### src/rtl/lin_errmon_pkg.sv
package lin_errmon_pkg;

  localparam int NFLAGS   = 3;
  localparam int FLAG_BIT = 0;
  localparam int FLAG_CLP = 1;
  localparam int FLAG_WAK = 2;

  typedef enum logic [3:0] {
    CODE_NONE      = 4'b0000,
    CODE_BIT       = 4'b0001,
    CODE_WAKE      = 4'b0010,
    CODE_STUCK_REC = 4'b1000,
    CODE_STUCK_DOM = 4'b1001
  } err_code_e;

  typedef struct packed {
    logic bit_ev;
    logic clamp_ev;
    logic level;
  } fld_verdict_t;

endpackage

### src/rtl/lin_fld_capture.sv
module lin_fld_capture #(
  parameter int DATA_BITS = 8,
  parameter int TMO_W     = 4,
  localparam int W        = DATA_BITS + 1
) (
  input  logic             clk,
  input  logic             rst_n,
  input  logic             bit_tick,
  input  logic             tx_bit,
  input  logic             rx_bit,
  input  logic             field_start,
  input  logic [TMO_W-1:0] start_tmo,
  output logic             start_ok,
  output logic             started,
  output logic             done,
  output logic [W-1:0]     tx_word,
  output logic [W-1:0]     rx_word,
  output logic             rx_level
);

  localparam int IW = $clog2(W + 2);
  localparam logic [IW-1:0] IDX_LAST = IW'(W);
  localparam logic [IW-1:0] IDX_DONE = IW'(W + 1);

  logic             rx_prev;
  logic [IW-1:0]    idx;
  logic [TMO_W-1:0] wcnt;
  logic             fall;

  assign fall = bit_tick && rx_prev && !rx_bit;

  // last sampled line level, followed on every bit tick
  always_ff @(posedge clk or negedge rst_n) begin
    if (!rst_n)        rx_prev <= 1'b1;
    else if (bit_tick) rx_prev <= rx_bit;
  end

  always_ff @(posedge clk or negedge rst_n) begin
    if (!rst_n) begin
      idx      <= '0;
      wcnt     <= '0;
      start_ok <= 1'b0;
      started  <= 1'b0;
      tx_word  <= '0;
      rx_word  <= '0;
    end else if (field_start) begin
      idx      <= '0;
      wcnt     <= '0;
      start_ok <= 1'b0;
      started  <= 1'b0;
      tx_word  <= '0;
      rx_word  <= '0;
    end else if (bit_tick) begin
      if (!started) begin
        if (fall) begin
          started <= 1'b1;
          idx     <= IW'(1);
          if (wcnt < start_tmo) start_ok <= 1'b1;
        end
        if (wcnt != '1) wcnt <= wcnt + 1'b1;
      end else if (idx <= IDX_LAST) begin
        tx_word <= {tx_bit, tx_word[W-1:1]};
        rx_word <= {rx_bit, rx_word[W-1:1]};
        idx     <= idx + 1'b1;
      end
    end
  end

  assign done     = started && (idx == IDX_DONE);
  assign rx_level = rx_prev;

endmodule

### src/rtl/lin_fld_judge.sv
module lin_fld_judge
  import lin_errmon_pkg::*;
#(
  parameter int DATA_BITS = 8,
  localparam int W        = DATA_BITS + 1
) (
  input  logic         hdr_tx,
  input  logic         rsp_tx,
  input  logic         rsp_rx,
  input  logic         start_ok,
  input  logic         started,
  input  logic         done,
  input  logic [W-1:0] tx_word,
  input  logic [W-1:0] rx_word,
  input  logic         rx_level,
  output fld_verdict_t verdict
);

  logic tx_act;
  logic mismatch;
  logic stop_dom;

  assign tx_act   = hdr_tx | rsp_tx;
  assign mismatch = started && (tx_word != rx_word);
  assign stop_dom = done && !rx_word[W-1];

  always_comb begin
    verdict.clamp_ev = tx_act && !start_ok;
    verdict.level    = rx_level;
    if (tx_act)      verdict.bit_ev = mismatch;
    else if (rsp_rx) verdict.bit_ev = stop_dom;
    else             verdict.bit_ev = 1'b0;
  end

endmodule

### src/rtl/lin_err_latch.sv
module lin_err_latch
  import lin_errmon_pkg::*;
(
  input  logic              clk,
  input  logic              rst_n,
  input  logic              field_end,
  input  fld_verdict_t      verdict,
  input  logic              wake_ev,
  input  logic [NFLAGS-1:0] clr,
  output logic [NFLAGS-1:0] flags,
  output logic [3:0]        code,
  output logic              abort
);

  logic [NFLAGS-1:0] set_v;
  logic [NFLAGS-1:0] kept;
  logic [NFLAGS-1:0] flags_nxt;
  err_code_e         new_code;
  logic [3:0]        base_code;

  assign set_v[FLAG_BIT] = field_end & verdict.bit_ev;
  assign set_v[FLAG_CLP] = field_end & verdict.clamp_ev;
  assign set_v[FLAG_WAK] = wake_ev;
  assign kept            = flags & ~clr;

  for (genvar g = 0; g < NFLAGS; g++) begin : g_flag
    assign flags_nxt[g] = kept[g] | set_v[g];
  end

  always_comb begin
    if (set_v[FLAG_CLP])      new_code = verdict.level ? CODE_STUCK_REC : CODE_STUCK_DOM;
    else if (set_v[FLAG_BIT]) new_code = CODE_BIT;
    else if (set_v[FLAG_WAK]) new_code = CODE_WAKE;
    else                      new_code = CODE_NONE;
  end

  assign base_code = (kept != '0) ? code : CODE_NONE;

  always_ff @(posedge clk or negedge rst_n) begin
    if (!rst_n) begin
      flags <= '0;
      code  <= CODE_NONE;
      abort <= 1'b0;
    end else begin
      flags <= flags_nxt;
      code  <= (base_code == CODE_NONE) ? new_code : base_code;
      abort <= set_v[FLAG_BIT] | set_v[FLAG_CLP];
    end
  end

endmodule

### src/rtl/lin_bus_errmon.sv
module lin_bus_errmon
  import lin_errmon_pkg::*;
#(
  parameter int DATA_BITS = 8,
  parameter int TMO_W     = 4
) (
  input  logic             clk,
  input  logic             rst_n,
  input  logic             bit_tick,
  input  logic             tx_bit,
  input  logic             rx_bit,
  input  logic             field_start,
  input  logic             field_end,
  input  logic             hdr_tx,
  input  logic             rsp_tx,
  input  logic             rsp_rx,
  input  logic [TMO_W-1:0] start_tmo,
  input  logic [2:0]       clr,
  output logic             bit_err,
  output logic             clamp_err,
  output logic             wake_err,
  output logic [3:0]       err_code,
  output logic             abort_req
);

  localparam int W = DATA_BITS + 1;

  logic         start_ok, started, done, rx_level;
  logic [W-1:0] tx_word, rx_word;
  fld_verdict_t verdict;
  logic         bus_idle;
  logic [NFLAGS-1:0] flags;

  assign bus_idle = !(hdr_tx | rsp_tx | rsp_rx);

  lin_fld_capture #(.DATA_BITS(DATA_BITS), .TMO_W(TMO_W)) u_cap (
    .clk        (clk),
    .rst_n      (rst_n),
    .bit_tick   (bit_tick),
    .tx_bit     (tx_bit),
    .rx_bit     (rx_bit),
    .field_start(field_start),
    .start_tmo  (start_tmo),
    .start_ok   (start_ok),
    .started    (started),
    .done       (done),
    .tx_word    (tx_word),
    .rx_word    (rx_word),
    .rx_level   (rx_level)
  );

  lin_fld_judge #(.DATA_BITS(DATA_BITS)) u_judge (
    .hdr_tx  (hdr_tx),
    .rsp_tx  (rsp_tx),
    .rsp_rx  (rsp_rx),
    .start_ok(start_ok),
    .started (started),
    .done    (done),
    .tx_word (tx_word),
    .rx_word (rx_word),
    .rx_level(rx_level),
    .verdict (verdict)
  );

  lin_err_latch u_latch (
    .clk      (clk),
    .rst_n    (rst_n),
    .field_end(field_end),
    .verdict  (verdict),
    .wake_ev  (bus_idle && !rx_bit),
    .clr      (clr),
    .flags    (flags),
    .code     (err_code),
    .abort    (abort_req)
  );

  assign bit_err   = flags[FLAG_BIT];
  assign clamp_err = flags[FLAG_CLP];
  assign wake_err  = flags[FLAG_WAK];

endmodule

### config.mk
export PLATFORM = sky130hd
export DESIGN_NAME = lin_bus_errmon
export DESIGN_NICKNAME = d
export VERILOG_FILES = /design/src/rtl/lin_errmon_pkg.sv /design/src/rtl/lin_fld_capture.sv /design/src/rtl/lin_fld_judge.sv /design/src/rtl/lin_err_latch.sv /design/src/rtl/lin_bus_errmon.sv
export SDC_FILE = /design/constraint.sdc
export NUM_CORES = 1
export LEC_CHECK = 0
export BUFFER_PORTS_ARGS = -buffer_cell sky130_fd_sc_hd__buf_2
export CORE_MARGIN = 10
export CORE_UTILIZATION = 51
export DETAILED_ROUTE_END_ITERATION = 7
export GPL_ROUTABILITY_DRIVEN = 0
export GPL_TIMING_DRIVEN = 1
export HOLD_SLACK_MARGIN = 0.08
export PLACE_DENSITY = 0.75
export SKIP_CTS_REPAIR_TIMING = 1
export SLEW_MARGIN = 20
export SYNTH_ARGS = -nofsm -noshare
export SYNTH_HDL_FRONTEND = slang
export SYNTH_SLANG_ARGS = --single-unit
### constraint.sdc
create_clock -name clk -period 1.7 [get_ports clk]
set_input_delay 0.34 -clock clk [delete_from_list [all_inputs] [get_ports clk]]
set_output_delay 0.34 -clock clk [all_outputs]
set_load 0.05 [all_outputs]
==> metrics.cfg, run 1 <==
[status]
status = complete, no violations

[floorplan]
die_h_um = 80.4
ios = 25
start_util = 0.541
fp.dieW_um = 80.4
die_area_um2 = 6460
std_cell_rows = 21
core-area_um2 = 3440

[setup_path]
cp-end-kind = flip-flop
reg2reg_depth = 8
cp.arrival_ns = 1.74
required_ns = 1.85
startpoint_type = flip-flop
startpoint = u_cap.idx[0]
worstReg2RegStart = u_cap.idx[0]
worstSetupPathType = reg2reg
cp_max_fo = 4
rrSetupSlack_ns = 0.10
r2r_end = u_cap.idx[1]

[synthesis]
synthAdderAreaFrac = 0.0538
synth_area_um2 = 1860
ys_ff_latch = 37
synth_simple_gate_area_frac = 0.204
yosysUniqueCellTypes = 45
synthMuxAreaShare = 0.00605
ys_seq_area_frac = 0.498
synth_nets = 223
synth_top_family_by_area = simple AND/OR/NAND/NOR gates
synth_xor_xnor_area_share = 0.0377
synth_compound_area_frac = 0.157
yosysWarnings = 0
ys.flop_type = dfrtp_1
syn_inst = 198
synthArstFlopShare = 1.00
synth-edff-count = 0
syn_avg_cell_area_um2 = 9.40

[layout]
area_growth_pct = 16.3
final_cell_mix = nand2_1 (46), dfrtp_1 (36), a21oi_1 (26)
layout-drive-gt1-share = 0.214
final_net_count = 253
layout_commonest_cell = nand2_1
num_antenna_cells = 0
num-fill-cells = 297

[power]
ir_worst_vdd_mv = 0.638
p_per_area_nw_per_um2 = 855
leakage_uw = 0.00102

[drt]
viasPerCell = 5.40
met1_length_mm = 1.74
drt_iter0_drc = 138
firstDrtPassIters = 4
dr_total_vias = 1486
totalWireLength_mm = 3.71
drc = 0
route.met2.wl_mm = 1.66
wl_per_cell_um = 13.5
ant_nets = 0
dr.max_layer_used = met4
wl_met3_um = 267

[timing]
timing.hold.ws_ns = 0.0860
worst_slew_pin_slew_ns = 0.507
slew_violations = 0
rsz0062_at_grt = yes
relSlewSlack = 0.662
min_period_ns = 1.60
max_freq_mhz = 625
hold_viol = 0
finalCritPeriodShare = 0.941
setup_slack_ns = 0.101
skew_ns = 0.00436
setup_viol = 0

[grt]
grt_use_total = 0.123
grt-ovfl-total = 0
grt_max_degree = 38
grt_pass1_vias = 1448
grt_pass1_wl_mm = 6.44
grt_antenna_before_repair = 0

[clocking]
h-tree-depth = 2
clk_pin_slew_worst_paths_ns = 0.07
cts.sinks = 37
ctsLongestPathBuffers = 2
cts_tree = done
clk_latency_ns = 0.28
clockRootBuffer = clkbuf_8
cts_buffers = 5

[min_path]
holdCritPathClass = in2async

[flow_run]
maxCapViolations = 0

[place]
place_ws_ns = -0.111
dp_hpwl_mm = 2.66
io_buffers = 24

[state kept, by name (all words and copies together), names as in the netlist, 3 cells and up]
name,flops
u_cap.wcnt,4
u_cap.idx,4
u_latch.flags,3
u_cap.tx_word,9
u_cap.rx_word,9
u_latch.code,4
[power breakdown]
group / switching, µW / total (µW) / internal, µW / leakage, µW
clock: 300 / 674 / 374 / 0.0000549
combinational: 157 / 238 / 81.1 / 0.000460
sequential: 28.2 / 938 / 910 / 0.000503
[Yosys cell counts, drive strengths merged (2+ instances only)]
cell	number	area share
inv	11	0.022
nand3	6	0.019
and2	2	0.0074
o21ai	6	0.018
buf	3	0.013
dfrtp	36	0.48
ha	8	0.054
and3	2	0.0074
clkbuf	4	0.0081
o211ai	3	0.012
o31a	2	0.0094
nor2b	2	0.011
nand2	47	0.096
nand2b	6	0.020
a21oi	26	0.070
nor2	5	0.010
xnor2	2	0.0094
nor3	3	0.0081
xor2	6	0.028
[stage by stage]
step | TNS (ns) | cell area [µm²] | cells | util | power, µW
2_1_floorplan | 0 | 1860 | 198 | - | 1100
3_3_place_gp | -0.799 | 2030 | 265 | 0.590 | 1180
3_5_place_dp | -1.46 | 2030 | 265 | 0.590 | 1180
4_1_cts | -1.98 | 2130 | 273 | 0.620 | 1860
5_1_grt | -0.111 | 2160 | 275 | 0.629 | 1940
6_report | 0 | 2160 | 275 | 0.629 | 1850
[critical path: stages, from the launching register on]
cell,delay [ns]
dfrtp_1,0.39
inv_1,0.08
ha_1,0.21
nor2_2,0.13
o21ai_2,0.10
buf_4,0.16
and3_2,0.19
o21ai_0,0.13
a21oi_1,0.08
[how the worst max path moves through the flow]
stage,to,slack [ns]
2_1_floorplan,u_cap.tx_word[1],0.11
3_3_place_gp,u_cap.tx_word[6],-0.06
3_5_place_dp,u_cap.rx_word[8],-0.11
4_1_cts,u_cap.rx_word[8],-0.14
5_1_grt,u_cap.rx_word[8],-0.05
6_report,u_cap.idx[1],0.10
[routing by layer]
metal	vias to the layer above	global-route usage
met1	702	0.155
met4	0	0.0440
li1	738	-
met3	4	0.0401
met2	42	0.190
met5	-	0
[logic make-up after synthesis]
family / after synthesis
multiplexers: 1
buffers and inverters: 18
XOR/XNOR: 8
AND/OR/NAND/NOR: 79
adder cells (fa/ha/maj): 8
AO/OA/AOI/OAI: 47
flip-flops: 37
[cell type report]
class / count / area (µm²) / area share
clock inverters: 1 / 8.76 / 0.00405
flip-flops and latches: 37 / 927 / 0.428
clock buffers: 7 / 96.3 / 0.0445
well taps: 46 / 57.6 / 0.0266
repair buffers: 30 / 165 / 0.0763
inverters: 11 / 41.3 / 0.0191
multi-input cells: 143 / 868 / 0.401
(Power assumes the default switching activity.)
==> inputs of run 2 (changes only) <==
--- a/config.mk
+++ b/config.mk
@@ -12,7 +12,7 @@
 export GPL_ROUTABILITY_DRIVEN = 0
 export GPL_TIMING_DRIVEN = 1
 export HOLD_SLACK_MARGIN = 0.08
-export PLACE_DENSITY = 0.75
+export PLACE_DENSITY = 0.81
 export SKIP_CTS_REPAIR_TIMING = 1
 export SLEW_MARGIN = 20
 export SYNTH_ARGS = -nofsm -noshare
==> run 2 against run 1 <==
  * Power rose by 12%
  * Clock skew rose by 0.0062 ns
  * Sequential cell count did not move
  * Core utilization rose by 1.2 points
  * Via count rose by 0.34%
  * Clock-buffer cell count fell by 2
  * Critical endpoint is now u_cap.tx_word[3]
==> metrics.cfg, run 2 (synthesis results as in run 1) <==
[status]
status = complete, no violations

[setup_path]
cp-end-kind = flip-flop
cp.arrival_ns = 1.87  ; +0.13 ns
cp_max_fo = 19  ; +15
required_ns = 1.91  ; +0.06 ns
worstSetupPathType = reg2reg
startpoint_type = flip-flop

[floorplan]
core-area_um2 = 3440  ; unchanged
fp.dieW_um = 80.4  ; unchanged
die_h_um = 80.4  ; unchanged
start_util = 0.541  ; unchanged
die_area_um2 = 6460  ; unchanged
std_cell_rows = 21  ; unchanged
ios = 25  ; unchanged

[drt]
ant_nets = 0  ; unchanged
viasPerCell = 5.42  ; +0.34%
dr.max_layer_used = met4
totalWireLength_mm = 3.89  ; +5.0%
route.met2.wl_mm = 1.87  ; +12%
wl_per_cell_um = 14.1  ; +5.0%
drc = 0  ; unchanged
firstDrtPassIters = 4  ; unchanged
dr_total_vias = 1491  ; +0.34%
met1_length_mm = 1.69  ; -2.7%
drt_iter0_drc = 92  ; -33%
wl_met3_um = 265  ; -0.75%

[place]
io_buffers = 24  ; unchanged
dp_hpwl_mm = 2.74  ; +3.1%
placed_cells = 266  ; +0.38%

[min_path]
holdCritPathClass = in2async

[grt]
grt-ovfl-total = 0  ; unchanged
grt_pass1_wl_mm = 6.62  ; +2.9%
grt_antenna_before_repair = 0  ; unchanged
grt_use_total = 0.128  ; +0.00500
grt_pass1_vias = 1479  ; +2.1%
grt_max_degree = 38  ; unchanged

[power]
leakage_uw = 0.00103  ; +1.5%
ir_worst_vdd_mv = 0.435  ; -32%
p_per_area_nw_per_um2 = 940  ; +10%

[layout]
layout_commonest_cell = nand2_1
area_growth_pct = 18.6
layout-drive-gt1-share = 0.227  ; +0.0131
fin_cells = 275  ; unchanged
top_regs = u_cap.rx_word x9, u_cap.tx_word x9
num_antenna_cells = 0  ; unchanged
final_cell_mix = nand2_1 (46), dfrtp_1 (36), buf_2 (24)
final_net_count = 253  ; unchanged

[clocking]
cts_tree = done
cts_buffers = 5  ; unchanged
ctsLongestPathBuffers = 2  ; unchanged
clk_latency_ns = 0.30  ; +0.02 ns
cts.sinks = 37  ; unchanged
clk_pin_slew_worst_paths_ns = 0.08  ; about the same
clockRootBuffer = clkbuf_8
h-tree-depth = 2  ; unchanged

[timing]
hold_viol = 0  ; unchanged
min_period_ns = 1.66  ; +0.0638 ns
timing.hold.ws_ns = 0.0694  ; -0.0166 ns
max_freq_mhz = 601  ; -3.8%
setup_tns_ns = 0  ; unchanged
setup_viol = 0  ; unchanged
worst_slew_pin_slew_ns = 0.532  ; +0.0251 ns
finalCritPeriodShare = 0.978  ; +0.0375
relSlewSlack = 0.645  ; -0.0168
skew_ns = 0.0105  ; +0.00618 ns
slew_violations = 0  ; unchanged

[flow_run]
maxCapViolations = 0  ; unchanged

## run 2: metrics by stage
stage | power, µW | utilization | cell area (µm²) | setup WS, ns
after global placement | 1180 | 0.595 | 2050 | 0.131
final | 2070 | 0.641 | 2210 | 0.0370
after CTS | 2090 | 0.634 | 2180 | 0.0489
after global routing | 2150 | 0.641 | 2210 | -0.0179
after floorplan | 1100 | - | 1860 | 0.109
after detailed placement | 1190 | 0.595 | 2050 | 0.0692
## run 2: where the power goes
group / internal (µW) / switching (µW) / total (µW)
logic: 82.6 / 158 / 240
registers: 910 / 27.7 / 938
clock network: 583 / 313 / 896
total: 1580 / 499 / 2070
## run 2: per-layer routing
layer,up-vias,global-route usage
met5,-,0
met3,6,0.0468
met1,716,0.143
li1,738,-
met2,31,0.210
met4,0,0.0581
## run 2: final timing paths
path | end | slack, ns | startpoint | cells past startpoint
setup / recovery | u_cap.tx_word[3] | 0.04 | u_cap.idx[0] | 8
hold / removal | u_cap.idx[3] | 0.07 | rst_n | 2
setup reg to reg | u_cap.tx_word[3] | 0.04 | u_cap.idx[0] | 8
hold reg to reg | u_latch.flags[1] | 0.50 | u_latch.flags[1] | 2
max in group asynchronous | u_cap.rx_level | 1.29 | rst_n | 2
min in group clk | u_cap.tx_word[8] | 0.30 | tx_bit | 3
## run 2: area by class of cell
class / count / area (µm²)
clock buffers: 5 / 68.8
well taps: 46 / 57.6
flip-flops and latches: 37 / 927
inverters: 11 / 41.3
repair buffers: 30 / 178
fillers: 291 / 1230
clock inverters: 3 / 65.1
multi-input cells: 143 / 870
## run 2: worst max-delay path, cell delays in order, from the launching register on
cell and delay (ns):
dfrtp_1 0.41, inv_1 0.10, ha_1 0.15, nor2_1 0.06
o21ai_2 0.25, and3_4 0.24, buf_12 0.14, nand2_1 0.08
a21oi_2 0.14
